## config.mk

```make
export PLATFORM = sky130hd
export DESIGN_NAME = nco_sync_gen
export DESIGN_NICKNAME = d
export VERILOG_FILES = /design/src/rtl/nsg_pkg.sv /design/src/rtl/nsg_nco.sv /design/src/rtl/nsg_axis.sv /design/src/rtl/nsg_regs.sv /design/src/rtl/nco_sync_gen.sv
export SDC_FILE = /design/constraint.sdc
export NUM_CORES = 1
export LEC_CHECK = 0
export ABC_AREA = 0
export BUFFER_PORTS_ARGS = -buffer_cell sky130_fd_sc_hd__buf_2
export CAP_MARGIN = 20
export CORE_MARGIN = 3
export CORE_UTILIZATION = 55
export DETAILED_ROUTE_END_ITERATION = 8
export PLACE_DENSITY = 0.73
export SLEW_MARGIN = 15
export SYNTH_ARGS = -nofsm -noshare
export SYNTH_HDL_FRONTEND = slang
export SYNTH_SLANG_ARGS = --single-unit
```

## constraint.sdc

```tcl
create_clock -name clk -period 7.3 [get_ports clk]
set_clock_uncertainty 0.2 [all_clocks]
set_input_delay 1.46 -clock clk [delete_from_list [all_inputs] [get_ports clk]]
set_output_delay 1.46 -clock clk [all_outputs]
set_load 0.01 [all_outputs]
```

## src/rtl/nsg_pkg.sv

```systemverilog
package nsg_pkg;

  typedef enum logic [3:0] {
    RA_STEP     = 4'd0,
    RA_H_TOTAL  = 4'd1,
    RA_H_ACTIVE = 4'd2,
    RA_H_SSTART = 4'd3,
    RA_H_SEND   = 4'd4,
    RA_V_TOTAL  = 4'd5,
    RA_V_ACTIVE = 4'd6,
    RA_V_SSTART = 4'd7,
    RA_V_SEND   = 4'd8,
    RA_POL      = 4'd9
  } reg_addr_e;

  // field order inside one axis: 0 total, 1 active, 2 sync start, 3 sync end
  localparam int NUM_FIELDS = 4;
  localparam int NUM_AXES   = 2;

  function automatic int preset_field(int idx, int ax, int fld);
    int base;
    base = (ax == 0) ? 16 + 4 * idx : 8 + 2 * idx;
    case (fld)
      0:       return base + ((ax == 0) ? 10 : 5);
      1:       return base;
      2:       return base + ((ax == 0) ? 2 : 1);
      default: return base + ((ax == 0) ? 6 : 3);
    endcase
  endfunction

endpackage

```

## src/rtl/nsg_nco.sv

```systemverilog
module nsg_nco #(
  parameter int ACC_W = 32
) (
  input  logic             clk,
  input  logic             rst_n,
  input  logic [ACC_W-1:0] step,
  output logic             tick
);
  logic [ACC_W-1:0] acc;
  logic [ACC_W:0]   sum;

  assign sum = {1'b0, acc} + {1'b0, step};

  always_ff @(posedge clk) begin
    if (!rst_n) begin
      acc  <= '0;
      tick <= 1'b0;
    end else begin
      acc  <= sum[ACC_W-1:0];
      tick <= sum[ACC_W];
    end
  end
endmodule

```

## src/rtl/nsg_axis.sv

```systemverilog
module nsg_axis #(
  parameter int CNT_W = 12
) (
  input  logic             clk,
  input  logic             rst_n,
  input  logic             adv,
  input  logic [CNT_W-1:0] total,
  input  logic [CNT_W-1:0] active,
  input  logic [CNT_W-1:0] s_start,
  input  logic [CNT_W-1:0] s_end,
  output logic [CNT_W-1:0] count,
  output logic             wrap,
  output logic             in_active,
  output logic             in_sync
);
  assign wrap      = ({1'b0, count} + 1'b1) >= {1'b0, total};
  assign in_active = count < active;
  assign in_sync   = (count >= s_start) && (count < s_end);

  always_ff @(posedge clk) begin
    if (!rst_n)   count <= '0;
    else if (adv) count <= wrap ? '0 : count + 1'b1;
  end
endmodule

```

## src/rtl/nsg_regs.sv

```systemverilog
module nsg_regs #(
  parameter int ACC_W       = 32,
  parameter int CNT_W       = 12,
  parameter int DATA_W      = 32,
  parameter int NUM_PRESETS = 31,
  parameter int SEL_W       = 5
) (
  input  logic                        clk,
  input  logic                        rst_n,
  input  logic                        wr_en,
  input  logic [3:0]                  wr_addr,
  input  logic [DATA_W-1:0]           wr_data,
  input  logic                        preset_load,
  input  logic [SEL_W-1:0]            preset_sel,
  input  logic                        trim_up,
  input  logic                        trim_down,
  output logic [ACC_W-1:0]            step_q,
  output logic [1:0][3:0][CNT_W-1:0]  cfg_q,
  output logic [1:0]                  pol_q
);
  import nsg_pkg::*;

  logic [1:0][3:0][CNT_W-1:0] pre_cfg, rst_cfg;
  logic [ACC_W-1:0]           pre_step, rst_step;
  logic                       preset_ok;
  logic [3:0]                 widx;
  logic                       wcfg;

  for (genvar a = 0; a < NUM_AXES; a++) begin : g_ax
    for (genvar f = 0; f < NUM_FIELDS; f++) begin : g_fld
      assign pre_cfg[a][f] = CNT_W'(preset_field(int'(preset_sel), a, f));
      assign rst_cfg[a][f] = CNT_W'(preset_field(0, a, f));
    end
  end

  assign pre_step  = ACC_W'(preset_sel[1:0] + 3'd1) << (ACC_W - 3);
  assign rst_step  = ACC_W'(1) << (ACC_W - 3);
  assign preset_ok = int'(preset_sel) < NUM_PRESETS;
  assign widx      = wr_addr - 4'd1;
  assign wcfg      = (wr_addr >= RA_H_TOTAL) && (wr_addr <= RA_V_SEND);

  always_ff @(posedge clk) begin
    if (!rst_n) begin
      step_q <= rst_step;
      cfg_q  <= rst_cfg;
      pol_q  <= 2'b00;
    end else if (wr_en) begin
      if (wr_addr == RA_STEP) step_q <= wr_data[ACC_W-1:0];
      if (wr_addr == RA_POL)  pol_q  <= wr_data[1:0];
      for (int a = 0; a < NUM_AXES; a++)
        for (int f = 0; f < NUM_FIELDS; f++)
          if (wcfg && widx[2] == a[0] && widx[1:0] == f[1:0])
            cfg_q[a][f] <= wr_data[CNT_W-1:0];
    end else if (preset_load) begin
      if (preset_ok) begin
        step_q <= pre_step;
        cfg_q  <= pre_cfg;
        pol_q  <= {preset_sel[1], preset_sel[0]};
      end
    end else if (trim_up && !trim_down) begin
      if (step_q != '1) step_q <= step_q + 1'b1;
    end else if (trim_down && !trim_up) begin
      if (step_q != '0) step_q <= step_q - 1'b1;
    end
  end
endmodule

```

## src/rtl/nco_sync_gen.sv

```systemverilog
module nco_sync_gen #(
  parameter int ACC_W       = 32,
  parameter int CNT_W       = 12,
  parameter int DATA_W      = 32,
  parameter int NUM_PRESETS = 31,
  localparam int SEL_W      = $clog2(NUM_PRESETS + 1)
) (
  input  logic              clk,
  input  logic              rst_n,
  input  logic              wr_en,
  input  logic [3:0]        wr_addr,
  input  logic [DATA_W-1:0] wr_data,
  input  logic              preset_load,
  input  logic [SEL_W-1:0]  preset_sel,
  input  logic              trim_up,
  input  logic              trim_down,
  output logic              pix_tick,
  output logic [CNT_W-1:0]  h_pos,
  output logic [CNT_W-1:0]  v_pos,
  output logic              hsync,
  output logic              vsync,
  output logic              blank
);
  logic [ACC_W-1:0]           step_q;
  logic [1:0][3:0][CNT_W-1:0] cfg_q;
  logic [1:0]                 pol_q;
  logic [1:0][CNT_W-1:0]      pos;
  logic [1:0]                 adv, wrap, act, syn;

  nsg_regs #(
    .ACC_W(ACC_W), .CNT_W(CNT_W), .DATA_W(DATA_W),
    .NUM_PRESETS(NUM_PRESETS), .SEL_W(SEL_W)
  ) u_regs (
    .clk(clk), .rst_n(rst_n), .wr_en(wr_en), .wr_addr(wr_addr),
    .wr_data(wr_data), .preset_load(preset_load), .preset_sel(preset_sel),
    .trim_up(trim_up), .trim_down(trim_down),
    .step_q(step_q), .cfg_q(cfg_q), .pol_q(pol_q)
  );

  nsg_nco #(.ACC_W(ACC_W)) u_nco (
    .clk(clk), .rst_n(rst_n), .step(step_q), .tick(pix_tick)
  );

  assign adv[0] = pix_tick;
  assign adv[1] = pix_tick & wrap[0];

  for (genvar a = 0; a < 2; a++) begin : g_axis
    nsg_axis #(.CNT_W(CNT_W)) u_axis (
      .clk(clk), .rst_n(rst_n), .adv(adv[a]),
      .total(cfg_q[a][0]), .active(cfg_q[a][1]),
      .s_start(cfg_q[a][2]), .s_end(cfg_q[a][3]),
      .count(pos[a]), .wrap(wrap[a]), .in_active(act[a]), .in_sync(syn[a])
    );
  end

  assign h_pos = pos[0];
  assign v_pos = pos[1];
  assign hsync = ~(syn[0] ^ pol_q[0]);
  assign vsync = ~(syn[1] ^ pol_q[1]);
  assign blank = ~(act[0] & act[1]);
endmodule

```

==> out/metrics.cfg <==
[outcome]
status=finished clean

[sta]
period_needed_ps=4800
relSlewSlack_pct=33.4
tightest_slew_ps=994
finalCritPeriodShare_pct=65.7
fin_setup_tns_ps=0
rsz0062_at_grt=false
hold_violations=0
drv_slew=0
fmax_ghz=0.208
finalSetupViolations=0

[route]
totalWireLength_um=37100
vias=12200
drc_errors=0
viasPerCell=5.97
final_antenna_net_count=0
wl_per_cell_um=18.2
drtIter0Drc=861
drtPass1Iterations=5

[setup_path]
critPathLaunchType=flop
crit_arrival_ps=3140
cp_common_cell=a21oi_1
critPathSlowestCell=dfxtp_1
critPathMaxStageDelay_ps=510
worst_ep_required_time_ps=5640
critPathBufInv=2
r2r_start=g_axis[1].u_axis.count[2]
r2r_end=g_axis[1].u_axis.count[9]
critPathLaunch=g_axis[0].u_axis.count[0]
worst-r2r-cell-count=14
critical_path_class=flop to output pin
r2r_slack_ps=3150
cp_top_family=compound AO/OA/AOI/OAI gates
endpoint_kind=output pin
cp_max_fo=9
crit_chain=inv_1, ha_1, nand2b_1, a21oi_1, nor2b_1, o21ai_0, a21oi_1, or4_1, a311oi_1, nor3_1, xnor2_1, buf_2

[logic_synthesis]
ys_seq_area_share_pct=28.5
synth_edf_count=0
synth_mux_area_share_pct=1.30
post_synth_fa_ha_maj_area_fraction_pct=16.5
syn_area_um2=13100
async_flop_share_pct=0
synth_compound_area_share_pct=23.5
yosysUniqueCellTypes=77
synth_top_area_share_pct=28.5
synthCells=1675
yosys.area_share.simple_pct=20.0
synth_area_per_cell_um2=7.84
yosys-top-cells-area=dfxtp_1, ha_1, a21oi_1, nor2_1, nand2_1
yosysTopAreaCell=dfxtp_1
ys_seq_elements=187
yosys_warnings=0
synthTopCellsByCount=dfxtp_1, nor2_1, ha_1
yosysMostFrequentCell=dfxtp_1
synth_top_family_by_area=compound AO/OA/AOI/OAI gates
synth_nets=1894
synth_ff_type=dfxtp_1
synth_xor_area_share_pct=4.67

[layout]
layout-drive-gt1-share_pct=8.42
nets=1928
area_delta_synth_final_pct=9.20
design_area_um2=14300
fin_util_pct=62.2

[min_path]
hold_depth=2
min_path_type=flop to flop
min_to=u_regs.cfg_q[81]
hold_start=u_regs.cfg_q[81]

[floorplan]
rows=55
die-area_um2=25800
start_util_pct=56.9
die_width_um=160
ios=75
core_um2=23100
die_y_um=160

[clocking]
cts_setup_buffers=0
clk_pin_slew_worst_paths_ps=80
cts_num_sinks=187
htree_levels=4
cts_buffer_depth=2
hold_buffers=0
clk_latency_ps=450
ctsResizeCount=0
cts_tree=yes
cts_root_buf=clkbuf_16
cts_buffers=17

[placement]
portBuffers=74
place_area_um2=13700
post-dp-hpwl_um=27100
gp_congestion=0.886

[power_and_ir_drop]
p_int_w=0.00192
leakage_nw=6.26
p_seq_share_pct=39.9
pwr-share-clk_pct=33.1
comb_power_share_pct=27.0
ir_drop_mv=0.147
p_switching_w=0.00102
swShare_pct=34.7
p_per_area_nw_per_um2=205

[global_routing]
grt_start_max_net_pins=67
antenna_found_initial=2
grt_pass1_wl_um=59500
grt_pass1_vias=11500
track_usage_pct=28.4
grt_overflow_total=0

[run]
cap_violations=0

-- logic make-up after synthesis --
kind of cell | Yosys count
DFF | 187
buffers and inverters | 191
xor gates and xnor gates | 70
adders and majority gates | 172
muxes | 17
AOI/OAI and AO/OA | 486
and+or+nand+nor | 552
-- worst min-delay path, stage by stage (launching register included) --
cell and delay [ps]:
dfxtp_1 310, nand2_1 50, a21oi_1 50
-- state kept, by name, indices dropped and copies added, names as in the netlist --
name,flops
u_regs.step_q,32
g_axis.u_axis.count,24
u_regs.pol_q,2
u_nco.acc,32
u_regs.cfg_q,96
u_nco.tick,1
-- metrics by stage --
| step | hold slack [ps] | setup slack (ps) | power [W] | std cells |
|---|---|---|---|---|
| after global routing | 270 | 2180 | 0.00311 | 2036 |
| after CTS | 255 | 2490 | 0.00295 | 2034 |
| after floorplan | 232 | 2490 | 0.00178 | 1675 |
| after global placement | 239 | 2200 | 0.00196 | 2002 |
| final | 254 | 2500 | 0.00294 | 2036 |
| after detailed placement | 244 | 2120 | 0.00198 | 2002 |
-- cell type report --
type                    count  area [um2]
inverters                 121         457
well taps                 313         392
clock buffers              18         439
diodes                      1        2.50
flip-flops and latches    187        3740
fillers                  2087        8720
repair buffers             85         453
clock inverters            14         176
multi-input cells        1297        8670
-- power by group through the flow --
stage	registers [W]	logic, W	clock network (W)
finish	0.00117	0.000794	0.000976
global placement	0.00120	0.000769	0
detailed placement	0.00120	0.000781	0
CTS	0.00117	0.000788	0.000990
floorplan	0.00117	0.000607	0
global route	0.00118	0.000891	0.00103
-- worst max path at each step --
stage	end	slack, ps	depth (start not counted)
6_report	hsync	2500	12
5_1_grt	hsync	2180	12
4_1_cts	vsync	2490	12
3_5_place_dp	u_regs.step_q[31]	2120	14
3_3_place_gp	u_regs.step_q[31]	2200	14
2_1_floorplan	u_regs.step_q[31]	2490	13
-- metal layers --
metal / up-vias / global-route usage (%) / part of all wire, %
li1: 6050 / - / -
met1: 5624 / 35.3 / 43
met2: 382 / 48.2 / 47
met3: 99 / 4.82 / 5.1
met4: 2 / 13.1 / 4.6
met5: - / 0 / 0.049
-- placed cells by master (no fill, tap or decap), types with 22 or more instances in the layout --
cell type,netlist,final
buf_2,4,74
ha_1,170,170
o21ai_0,98,98
inv_1,120,120
a21o_1,43,43
nand4_1,32,32
xnor2_1,48,48
nand2_1,149,149
a21oi_1,168,168
nand2b_1,22,22
nor3_1,25,25
xor2_1,22,22
dfxtp_1,187,187
nor2_1,175,175
a211oi_1,34,34
nand3_1,46,46
Note: power is estimated with default switching activity, not from simulation.
